$ cat config.mk
export PLATFORM = sky130hd
export DESIGN_NAME = gsv_cn0_extractor
export DESIGN_NICKNAME = d
export VERILOG_FILES = /design/src/rtl/gsv_pkg.sv /design/src/rtl/gsv_field_acc.sv /design/src/rtl/gsv_slot_table.sv /design/src/rtl/gsv_cn0_extractor.sv
export SDC_FILE = /design/constraint.sdc
export NUM_CORES = 1
export LEC_CHECK = 0
export ABC_AREA = 1
export ABC_CLOCK_PERIOD_IN_PS = 2800
export BUFFER_PORTS_ARGS = -buffer_cell sky130_fd_sc_hd__buf_2
export CAP_MARGIN = 5
export CORE_MARGIN = 2
export CORE_UTILIZATION = 35
export CTS_BUF_LIST = sky130_fd_sc_hd__clkbuf_4 sky130_fd_sc_hd__clkbuf_8 sky130_fd_sc_hd__clkbuf_16
export CTS_CLUSTER_SIZE = 12
export DETAILED_ROUTE_END_ITERATION = 7
export HOLD_SLACK_MARGIN = 0.02
export PLACE_DENSITY = 0.55
export SYNTH_ARGS = -nofsm -noshare
export SYNTH_HDL_FRONTEND = slang
export SYNTH_SLANG_ARGS = --single-unit
$ cat constraint.sdc
create_clock -name clk -period 2.8 [get_ports clk]
set_clock_uncertainty 0.05 [all_clocks]
set_input_delay 0.14 -clock clk [delete_from_list [all_inputs] [get_ports clk]]
set_output_delay 0.14 -clock clk [all_outputs]
set_load 0.02 [all_outputs]
$ cat src/rtl/gsv_pkg.sv
package gsv_pkg;

    typedef enum logic [1:0] {
        PARSE_IDLE   = 2'd0,
        PARSE_HEADER = 2'd1,
        PARSE_FIELDS = 2'd2,
        PARSE_SKIP   = 2'd3
    } parse_state_t;

    localparam logic [7:0] CH_DOLLAR = 8'h24;
    localparam logic [7:0] CH_COMMA  = 8'h2C;
    localparam logic [7:0] CH_STAR   = 8'h2A;
    localparam logic [7:0] CH_CR     = 8'h0D;
    localparam logic [7:0] CH_LF     = 8'h0A;
    localparam int         HDR_LEN   = 5;
    localparam int         ACC_W     = 10;
    localparam int         ACC_MAX   = 999;

    function automatic logic [7:0] hdr_char(input logic [2:0] pos);
        case (pos)
            3'd0:    hdr_char = 8'h47;
            3'd1:    hdr_char = 8'h50;
            3'd2:    hdr_char = 8'h47;
            3'd3:    hdr_char = 8'h53;
            default: hdr_char = 8'h56;
        endcase
    endfunction

endpackage

$ cat src/rtl/gsv_field_acc.sv
module gsv_field_acc
    import gsv_pkg::*;
#(
    parameter int MAX_DIGITS = 3
) (
    input  logic             clk,
    input  logic             rst_n,
    input  logic             clr,
    input  logic             dig_en,
    input  logic [3:0]       dig,
    output logic [ACC_W-1:0] value,
    output logic             empty,
    output logic             overflow
);
    localparam int ND_W = $clog2(MAX_DIGITS + 1);

    logic [ND_W-1:0] ndig;

    always_ff @(posedge clk) begin
        if (!rst_n || clr) begin
            value <= '0;
            ndig  <= '0;
        end else if (dig_en && ndig < ND_W'(MAX_DIGITS)) begin
            value <= ACC_W'(value * 10 + ACC_W'(dig));
            ndig  <= ndig + 1'b1;
        end
    end

    assign empty    = (ndig == '0);
    assign overflow = dig_en && !clr && (ndig == ND_W'(MAX_DIGITS));

    a_r8_acc_bound: assert property (@(posedge clk) disable iff (!rst_n)
        value <= ACC_W'(ACC_MAX));

    a_r8_clamp_hold: assert property (@(posedge clk) disable iff (!rst_n)
        (dig_en && !clr && ndig == ND_W'(MAX_DIGITS)) |=> $stable(value));

endmodule

$ cat src/rtl/gsv_slot_table.sv
module gsv_slot_table #(
    parameter int DEPTH   = 32,
    parameter int SAT_W   = 8,
    parameter int CN0_W   = 7,
    parameter int CN0_MAX = 99,
    localparam int IDX_W  = $clog2(DEPTH)
) (
    input  logic             clk,
    input  logic             rst_n,
    input  logic             wr_en,
    input  logic [IDX_W-1:0] wr_slot,
    input  logic [SAT_W-1:0] wr_sat,
    input  logic [CN0_W-1:0] wr_cn0,
    input  logic             wr_untr,
    input  logic [IDX_W-1:0] rd_slot,
    output logic [SAT_W-1:0] rd_sat,
    output logic [CN0_W-1:0] rd_cn0,
    output logic             rd_untr
);
    logic [SAT_W-1:0] sat_q  [DEPTH];
    logic [CN0_W-1:0] cn0_q  [DEPTH];
    logic             untr_q [DEPTH];

    for (genvar s = 0; s < DEPTH; s++) begin : g_slot
        always_ff @(posedge clk) begin
            if (!rst_n) begin
                sat_q[s]  <= '0;
                cn0_q[s]  <= '0;
                untr_q[s] <= 1'b1;
            end else if (wr_en && wr_slot == IDX_W'(s)) begin
                sat_q[s]  <= wr_sat;
                cn0_q[s]  <= wr_cn0;
                untr_q[s] <= wr_untr;
            end
        end
    end

    assign rd_sat  = sat_q[rd_slot];
    assign rd_cn0  = cn0_q[rd_slot];
    assign rd_untr = untr_q[rd_slot];

    a_r4_cn0_range: assert property (@(posedge clk) disable iff (!rst_n)
        wr_en |-> (wr_cn0 <= CN0_W'(CN0_MAX)));

    a_r5_untracked_zero: assert property (@(posedge clk) disable iff (!rst_n)
        (wr_en && wr_untr) |-> (wr_cn0 == '0));

    a_r10_write_visible: assert property (@(posedge clk) disable iff (!rst_n)
        wr_en |=> (sat_q[$past(wr_slot)] == $past(wr_sat)));

endmodule

$ cat src/rtl/gsv_cn0_extractor.sv
module gsv_cn0_extractor
    import gsv_pkg::*;
#(
    parameter int TBL_DEPTH = 32,
    parameter int GROUPS    = 4,
    parameter int SAT_W     = 8,
    parameter int CN0_W     = 7,
    parameter int CN0_MAX   = 99,
    localparam int IDX_W    = $clog2(TBL_DEPTH),
    localparam int MAX_MSG  = TBL_DEPTH / GROUPS,
    localparam int FIDX_MAX = 3 + 4 * GROUPS + 1,
    localparam int FLD_W    = $clog2(FIDX_MAX + 1),
    localparam int SAT_MAX  = (1 << SAT_W) - 1
) (
    input  logic             clk,
    input  logic             rst_n,
    input  logic             rx_valid,
    input  logic [7:0]       rx_byte,
    input  logic [IDX_W-1:0] rd_slot,
    output logic [SAT_W-1:0] rd_sat,
    output logic [CN0_W-1:0] rd_cn0,
    output logic             rd_untracked,
    output logic             upd_pulse,
    output logic             fmt_err,
    output logic             drop_pulse
);
    parse_state_t state, nxt;

    logic [2:0]       hdr_pos;
    logic [FLD_W-1:0] fidx;
    logic [ACC_W-1:0] total_r, msg_r;
    logic [SAT_W-1:0] sat_hold;

    logic is_dollar, is_sep, is_lf, is_digit;
    logic [ACC_W-1:0] acc_val;
    logic acc_empty, acc_ovf, acc_clr, dig_en;
    logic [FLD_W-1:0] rel, grp;
    logic [1:0] sub;
    logic in_grp, bad_msg, field_end;
    logic wr_en;
    logic [IDX_W-1:0] wr_slot;
    logic [SAT_W-1:0] sat_val;
    logic [CN0_W-1:0] cn0_val;

    assign is_dollar = (rx_byte == CH_DOLLAR);
    assign is_sep    = (rx_byte == CH_COMMA) || (rx_byte == CH_STAR) || (rx_byte == CH_CR);
    assign is_lf     = (rx_byte == CH_LF);
    assign is_digit  = (rx_byte >= 8'h30) && (rx_byte <= 8'h39);

    assign acc_clr   = rx_valid && (is_dollar || is_sep);
    assign dig_en    = rx_valid && is_digit && (state == PARSE_FIELDS);
    assign field_end = rx_valid && is_sep && (state == PARSE_FIELDS);

    gsv_field_acc #(.MAX_DIGITS(3)) u_acc (
        .clk      (clk),
        .rst_n    (rst_n),
        .clr      (acc_clr),
        .dig_en   (dig_en),
        .dig      (rx_byte[3:0]),
        .value    (acc_val),
        .empty    (acc_empty),
        .overflow (acc_ovf)
    );

    assign rel     = fidx - FLD_W'(3);
    assign grp     = rel >> 2;
    assign sub     = rel[1:0];
    assign in_grp  = (fidx >= FLD_W'(3)) && (grp < FLD_W'(GROUPS));
    assign bad_msg = (acc_val == '0) || (acc_val > ACC_W'(MAX_MSG));

    assign sat_val = (acc_val > ACC_W'(SAT_MAX)) ? SAT_W'(SAT_MAX) : SAT_W'(acc_val);
    assign cn0_val = acc_empty ? '0 :
                     (acc_val > ACC_W'(CN0_MAX)) ? CN0_W'(CN0_MAX) : CN0_W'(acc_val);

    assign wr_en   = field_end && in_grp && (sub == 2'd3);
    assign wr_slot = IDX_W'((int'(msg_r) - 1) * GROUPS + int'(grp));

    gsv_slot_table #(
        .DEPTH   (TBL_DEPTH),
        .SAT_W   (SAT_W),
        .CN0_W   (CN0_W),
        .CN0_MAX (CN0_MAX)
    ) u_table (
        .clk     (clk),
        .rst_n   (rst_n),
        .wr_en   (wr_en),
        .wr_slot (wr_slot),
        .wr_sat  (sat_hold),
        .wr_cn0  (cn0_val),
        .wr_untr (acc_empty),
        .rd_slot (rd_slot),
        .rd_sat  (rd_sat),
        .rd_cn0  (rd_cn0),
        .rd_untr (rd_untracked)
    );

    // next-state logic
    always_comb begin
        nxt = state;
        if (rx_valid) begin
            if (is_dollar) begin
                nxt = PARSE_HEADER;
            end else begin
                unique case (state)
                    PARSE_IDLE: nxt = PARSE_IDLE;
                    PARSE_HEADER: begin
                        if (hdr_pos < 3'(HDR_LEN))
                            nxt = (rx_byte == hdr_char(hdr_pos)) ? PARSE_HEADER : PARSE_SKIP;
                        else
                            nxt = is_sep ? PARSE_FIELDS : PARSE_SKIP;
                    end
                    PARSE_FIELDS: begin
                        if (is_lf)
                            nxt = PARSE_IDLE;
                        else if (is_sep && fidx == FLD_W'(1) && bad_msg)
                            nxt = PARSE_SKIP;
                    end
                    PARSE_SKIP: nxt = PARSE_SKIP;
                endcase
            end
        end
    end

    // state register
    always_ff @(posedge clk) begin
        if (!rst_n) state <= PARSE_IDLE;
        else        state <= nxt;
    end

    // datapath and registered outputs
    always_ff @(posedge clk) begin
        if (!rst_n) begin
            hdr_pos    <= '0;
            fidx       <= '0;
            total_r    <= '0;
            msg_r      <= '0;
            sat_hold   <= '0;
            upd_pulse  <= 1'b0;
            fmt_err    <= 1'b0;
            drop_pulse <= 1'b0;
        end else begin
            upd_pulse  <= rx_valid && is_lf && (state == PARSE_FIELDS) &&
                          (fidx >= FLD_W'(2)) && (msg_r == total_r);
            fmt_err    <= acc_ovf;
            drop_pulse <= field_end && (fidx == FLD_W'(1)) && bad_msg;
            if (rx_valid) begin
                if (is_dollar) begin
                    hdr_pos <= '0;
                end else if (state == PARSE_HEADER) begin
                    if (hdr_pos < 3'(HDR_LEN)) hdr_pos <= hdr_pos + 1'b1;
                    fidx <= '0;
                end else if (field_end) begin
                    if (fidx != FLD_W'(FIDX_MAX)) fidx <= fidx + 1'b1;
                    if (fidx == FLD_W'(0)) total_r <= acc_val;
                    if (fidx == FLD_W'(1)) msg_r   <= acc_val;
                    if (in_grp && sub == 2'd0) sat_hold <= sat_val;
                end
            end
        end
    end

    a_r9_pulse_single: assert property (@(posedge clk) disable iff (!rst_n)
        upd_pulse |=> !upd_pulse);

    a_r9_pulse_after_lf: assert property (@(posedge clk) disable iff (!rst_n)
        upd_pulse |-> $past(rx_valid && rx_byte == CH_LF));

    a_r7_dollar_restart: assert property (@(posedge clk) disable iff (!rst_n)
        (rx_valid && rx_byte == CH_DOLLAR) |=> (state == PARSE_HEADER && hdr_pos == '0));

    a_r6_drop_skips: assert property (@(posedge clk) disable iff (!rst_n)
        drop_pulse |-> (state == PARSE_SKIP));

    a_r2_no_write_outside: assert property (@(posedge clk) disable iff (!rst_n)
        (state != PARSE_FIELDS) |=> !upd_pulse);

endmodule

After elaboration in Yosys (flattened, before gate mapping)
Memories as Yosys holds them, arrays and structs flattened.
Index checks and enable logic that the tools add are counted.
{"block": "op_classes", "addsub": 7, "mul": 1, "n_lt_le_gt_ge": 10, "n_eq_ne": 49, "n_mux": 214, "bitwise": 98, "n_reduce_logical": 78}
{"operator": "8-bit two-way mux", "n": 37}
{"operator": "7-bit two-way mux", "n": 34}
{"operator": "1-bit two-way mux", "n": 130}
{"operator": "1-bit OR", "n": 96}
{"operator": "5-bit == test (second input constant)", "n": 16}
{"operator": "1-bit logical AND", "n": 53}
{"operator": "5-bit by 4-bit == test with 1-bit output (second input constant)", "n": 8}
{"operator": "8-bit by 6-bit == test with 1-bit output (second input constant)", "n": 3}
{"operator": "5-bit by 3-bit == test with 1-bit output (second input constant)", "n": 4}
{"operator": "8-bit by 4-bit == test with 1-bit output (second input constant)", "n": 2}
{"operator": "5-bit two-way mux", "n": 3}
{"operator": "5-bit one-hot mux with 3 select lines", "n": 1}
{"operator": "5-bit AND reduction", "n": 3}
{"operator": "10-bit by 4-bit adder with 10-bit output", "n": 1}
{"operator": "10-bit == test", "n": 1}
{"operator": "5-bit by 1-bit == test with 1-bit output (second input constant)", "n": 2}
{"operator": "5-bit by 2-bit == test with 1-bit output (second input constant)", "n": 2}
{"operator": "5-bit by 2-bit greater-or-equal comparator with 1-bit output (second input constant)", "n": 2}
{"operator": "10-bit by 4-bit > comparator with 1-bit output (second input constant)", "n": 1}
{"operator": "10-bit by 7-bit > comparator with 1-bit output (second input constant)", "n": 1}
{"operator": "10-bit by 8-bit > comparator with 1-bit output (second input constant)", "n": 1}
{"operator": "10-bit zero test", "n": 1}
{"operator": "5-bit zero test", "n": 2}
{"operator": "10-bit by 3-bit multiplier with 9-bit output (second input constant)", "n": 1}
{"operator": "30 further kinds", "n": 52}
{"block": "totals", "ff_bits": 53, "ram_bits": 512, "input_bits": 16, "output_inout_bits": 19, "elab_cells": 471, "n_memories": 3}
{"memory": "u_table.sat_q", "words": 32, "width": 8, "rd": 1, "rd_ports_with_merged_regs": 0, "write_ports": 32, "line": "gsv_slot_table.sv:20", "source": "logic [SAT_W-1:0] sat_q [DEPTH];"}
{"memory": "u_table.cn0_q", "words": 32, "width": 7, "rd": 1, "rd_ports_with_merged_regs": 0, "write_ports": 32, "line": "gsv_slot_table.sv:21", "source": "logic [CN0_W-1:0] cn0_q [DEPTH];"}
{"memory": "u_table.untr_q", "words": 32, "width": 1, "rd": 1, "rd_ports_with_merged_regs": 0, "write_ports": 32, "line": "gsv_slot_table.sv:22", "source": "logic untr_q [DEPTH];"}

Longest topological paths before layout
{"block": "depth", "depth_word": 12, "mapped_depth": 15, "ltp_nobuf": 15}

By module
Synthesis repeated with hierarchy kept, for this count alone.
{"block": "unflattened", "hier_cells": 3051, "area_unflattened_um2": 27816.7}
{"mod": "gsv_slot_table", "instances": 1, "cells_per_inst": 2507, "area_each_um2": 24186.9, "seq_area_each_um2": 15374.7}
{"mod": "gsv_cn0_extractor", "instances": 1, "cells_per_inst": 389, "area_each_um2": 2585.0, "seq_area_each_um2": 820.8}
{"mod": "gsv_field_acc", "instances": 1, "cells_per_inst": 155, "area_each_um2": 1044.8, "seq_area_each_um2": 240.2}

Worst setup path after synthesis
No wires, ideal clock.
{"block": "synth_path", "path_type": "register to register", "startpoint": "register fidx[0]", "endpoint": "memory u_table.cn0_q[6][0] (enable)", "setup_ps": 372, "arrival_time_ps": 2536, "required_time_ps": 2378, "slack_ps": -158, "stages_incl_launch_ff": 16, "n_path_buf": 2, "synth_period_minus_slack_ps": 2958, "cell_sequence": "dfxtp_1 ha_1 inv_1 nand3_1 nand2_1 nand2_2 ha_1 ha_1 xor2_1 xor2_2 inv_1 nor2_4 buf_6 buf_4 nand2_1 nand2_1"}
{"element": "from (decl)", "line": "gsv_cn0_extractor.sv:30", "source": "logic [FLD_W-1:0] fidx;"}
{"element": "from (signal assigned)", "line": "gsv_cn0_extractor.sv:153", "source": "if (fidx != FLD_W'(FIDX_MAX)) fidx <= fidx + 1'b1;"}
{"element": "to (decl)", "line": "gsv_slot_table.sv:21"}

==> impl_metrics.env <==
export IMPL_path_max_fanout=8
export IMPL_firstDrtPassIters=6
export IMPL_grt_max_degree=98
export IMPL_ys_flop_type="edfxtp_1"
export IMPL_yosys_area_share_simple=0.2256
export IMPL_cts_clk_slew_worst_paths_ns=0.06
export IMPL_irDropWorstVdd_mv=0.5972
export IMPL_cpMaxStageDelayCell="dfxtp_2"
export IMPL_p_leak_nw=10.97
export IMPL_routed_wl_um=83660
export IMPL_critPathTopFamily="buffers and inverters"
export IMPL_fin_crit_ns=2.733
export IMPL_synth_top_area_share=0.5722
export IMPL_synth_compound_area_frac=0.09797
export IMPL_setup_viol=0
export IMPL_rows=101
export IMPL_fp_dieH_um=281.1
export IMPL_yosysTopAreaCell="edfxtp_1"
export IMPL_grt_util_all_layers=0.2085
export IMPL_ys_types=45
export IMPL_synth_edf_count=512
export IMPL_syn_cell_area_sq_um=26870
export IMPL_drc=0
export IMPL_crit_path_max_incr_delay_ns=0.33
export IMPL_synth_fa_ha_area_frac=0.01453
export IMPL_clock_fmax_mhz=365.9
export IMPL_post_route_period_util=0.9761
export IMPL_ys_seq_area_frac=0.6117
export IMPL_synthMuxAreaShare=0
export IMPL_synth_top_family_by_area="simple AND/OR/NAND/NOR gates"
export IMPL_drt_iter0_markers=2624
export IMPL_drv_slew=0
export IMPL_required_ns=3.09
export IMPL_syn_avg_cell_area_sq_um=9.753
export IMPL_power_density_nw_per_um2=590.5
export IMPL_ys_ff_latch=565
export IMPL_crit_path_cell_trace="ha_4 -> inv_2 -> nand3_1 -> nand2_1 -> nand2_2 -> ha_4 -> ha_4 -> xor2_2 -> xor2_2 -> inv_2 -> nor2_4 -> buf_6 -> clkbuf_16 -> nand2_2 -> nand2_2 -> clkbuf_16"
export IMPL_antenna_found_initial=0
export IMPL_vias_per_cell=5.349
export IMPL_drive_gt1_frac=0.1460
export IMPL_run_status="finished clean"
export IMPL_syn_to_final_growth_pct=17.51
export IMPL_fp_dieW_um=281.1
export IMPL_dp_cells=3775
export IMPL_wire_per_inst_um=21.42
export IMPL_end_kind="flop"
export IMPL_crit_type="flop to flop"
export IMPL_placed_area_sq_um=29300
export IMPL_nFillCells=7308
export IMPL_die_area_sq_um=79010
export IMPL_h_tree_depth=2
export IMPL_slew_limit_headroom=0.5230
export IMPL_mostFrequentLayoutCells="nor2_1, edfxtp_1, nand2_1, o21ai_0, nand3_1"
export IMPL_grt_pass1_wl_um=123600
export IMPL_startpoint_type="flop"
export IMPL_synth_nets=2801
export IMPL_cp_arrival_ns=3.03
export IMPL_layout_commonest_cell="nor2_1"
export IMPL_vias=20890
export IMPL_clockRootBuffer="clkbuf_16"
export IMPL_ios=35
export IMPL_numCtsBuffers=61
export IMPL_finalNonFillerCells=3906
export IMPL_clockBufferDepth=3
export IMPL_tritoncts="yes"
export IMPL_antenna_cells=0
export IMPL_start_util=0.3538
export IMPL_cap_viol_max_count=0
export IMPL_async_flop_share=0
export IMPL_worst_pin_slew_ns=0.7155
export IMPL_insertion_delay_ns=0.64
export IMPL_postRouteAntennaNets=0
export IMPL_hold_viol=0
export IMPL_synth_area_leaders="edfxtp_1, nor2_1, nand2_1"
export IMPL_grt_overflow=0
export IMPL_syn_inst=2755
export IMPL_cts_num_sinks=565
export IMPL_core_sq_um=75950
export IMPL_crit_buf_inv=5
export IMPL_min_path_type="primary input to flop"
export IMPL_final_area_sq_um=31580
export IMPL_gp_congestion=0.8576
export IMPL_grt_pass1_vias=19920
export IMPL_io_buffer_count=34
export IMPL_dp_hpwl_um=52440
export IMPL_fin_nets=2874
export IMPL_yosys_warnings=0
export IMPL_synth_xor_area_frac=0.003865
per-layer routing:
metal	GRT usage	vias to the layer above	share of wire
met4	0.05704	0	0.024
met3	0.02536	118	0.080
met2	0.3354	871	0.46
li1	-	9640	-
met5	0	-	0
met1	0.2966	10270	0.43
kinds of logic (layout without fill, tap and decap cells):
kind of cell	after synthesis	in the layout
AND/OR/NAND/NOR	1398	1398
flip-flops	565	565
AO/OA/AOI/OAI	453	453
buffers and inverters	298	419
adder cells (fa/ha/maj)	30	30
XOR/XNOR	11	11
cells in the mapped netlist (19+ instances only):
cell      number
a21oi_1       85
buf_2         39
clkbuf_1     124
dfxtp_1       53
edfxtp_1     512
ha_1          28
inv_1         99
nand2_1      368
nand3_1      144
nand4_4       19
nor2_1       779
nor2_2        38
o211ai_1      49
o21ai_0      243
o221ai_1      48
tightest hold or removal path, stage by stage:
cell and delay (ns):
buf_2 0.14, ha_1 0.20, nand2_1 0.09, nand3_1 0.08, a21oi_1 0.06
sequential cells by signal (all words and copies together) (netlist names):
| signal | cells |
|---|---|
| u_table.sat_q | 256 |
| state | 2 |
| u_table.cn0_q | 224 |
| hdr_pos | 3 |
| u_table.untr_q | 32 |
| total_r | 10 |
| drop_pulse | 1 |
| sat_hold | 8 |
| u_acc.ndig | 2 |
| upd_pulse | 1 |
| fmt_err | 1 |
| fidx | 5 |
| msg_r | 10 |
| u_acc.value | 10 |
timing repair:
item,CTS,global route
cloned,1,5
endpoints found under the setup margin,71,554
pin swaps,2,7
buffers inserted,1,4
gates resized for setup,4,26
endpoints found under the hold margin,24,0
hold buffers,10,0
report_power, final:
group          leakage, nW  total, mW  internal [mW]  switching, mW
Combinational         4.56       1.40          0.422          0.975
Clock                0.962       7.69           4.29           3.40
Sequential            5.46       9.56           9.47         0.0962
Total                 11.0       18.6           14.2           4.47
stage by stage:
stage                       util  TNS [ns]  power [mW]  hold slack (ns)  setup WS (ns)
final                     0.4157         0       18.65          0.07537        0.06686
after global routing      0.4157   -0.6285       19.17           0.1139       -0.04628
after CTS                 0.4130   -0.1496       18.74          0.03538       -0.01257
after detailed placement  0.3858   -0.9362       11.10           0.3943       -0.09651
after global placement    0.3858    -35.54       11.07           0.3900        -0.1496
after floorplan                -    -9.946       10.49           0.2383        -0.1530
cell type report:
cell class	instances	area, sq um	area share
clock buffer	82	1714	0.05429
timing repair buffer	200	2201	0.06970
tap	1030	1289	0.04081
clock inverter	29	187.7	0.005944
sequential	565	16440	0.5206
inverter	108	412.9	0.01308
multi-input combinational	1892	9333	0.2956
path summary, 6_finish.rpt:
| path | slack (ns) | cells past startpoint | from | endpoint |
|---|---|---|---|---|
| setup / recovery | 0.07 | 16 | fidx[1] | u_table.untr_q[9] |
| hold reg to reg | 0.40 | 2 | sat_hold[5] | sat_hold[5] |
| hold / removal | 0.08 | 5 | rx_byte[3] | u_acc.value[3] |
| setup reg to reg | 0.07 | 16 | fidx[1] | u_table.untr_q[9] |
No activity file was read; power rests on OpenSTA's default activity.
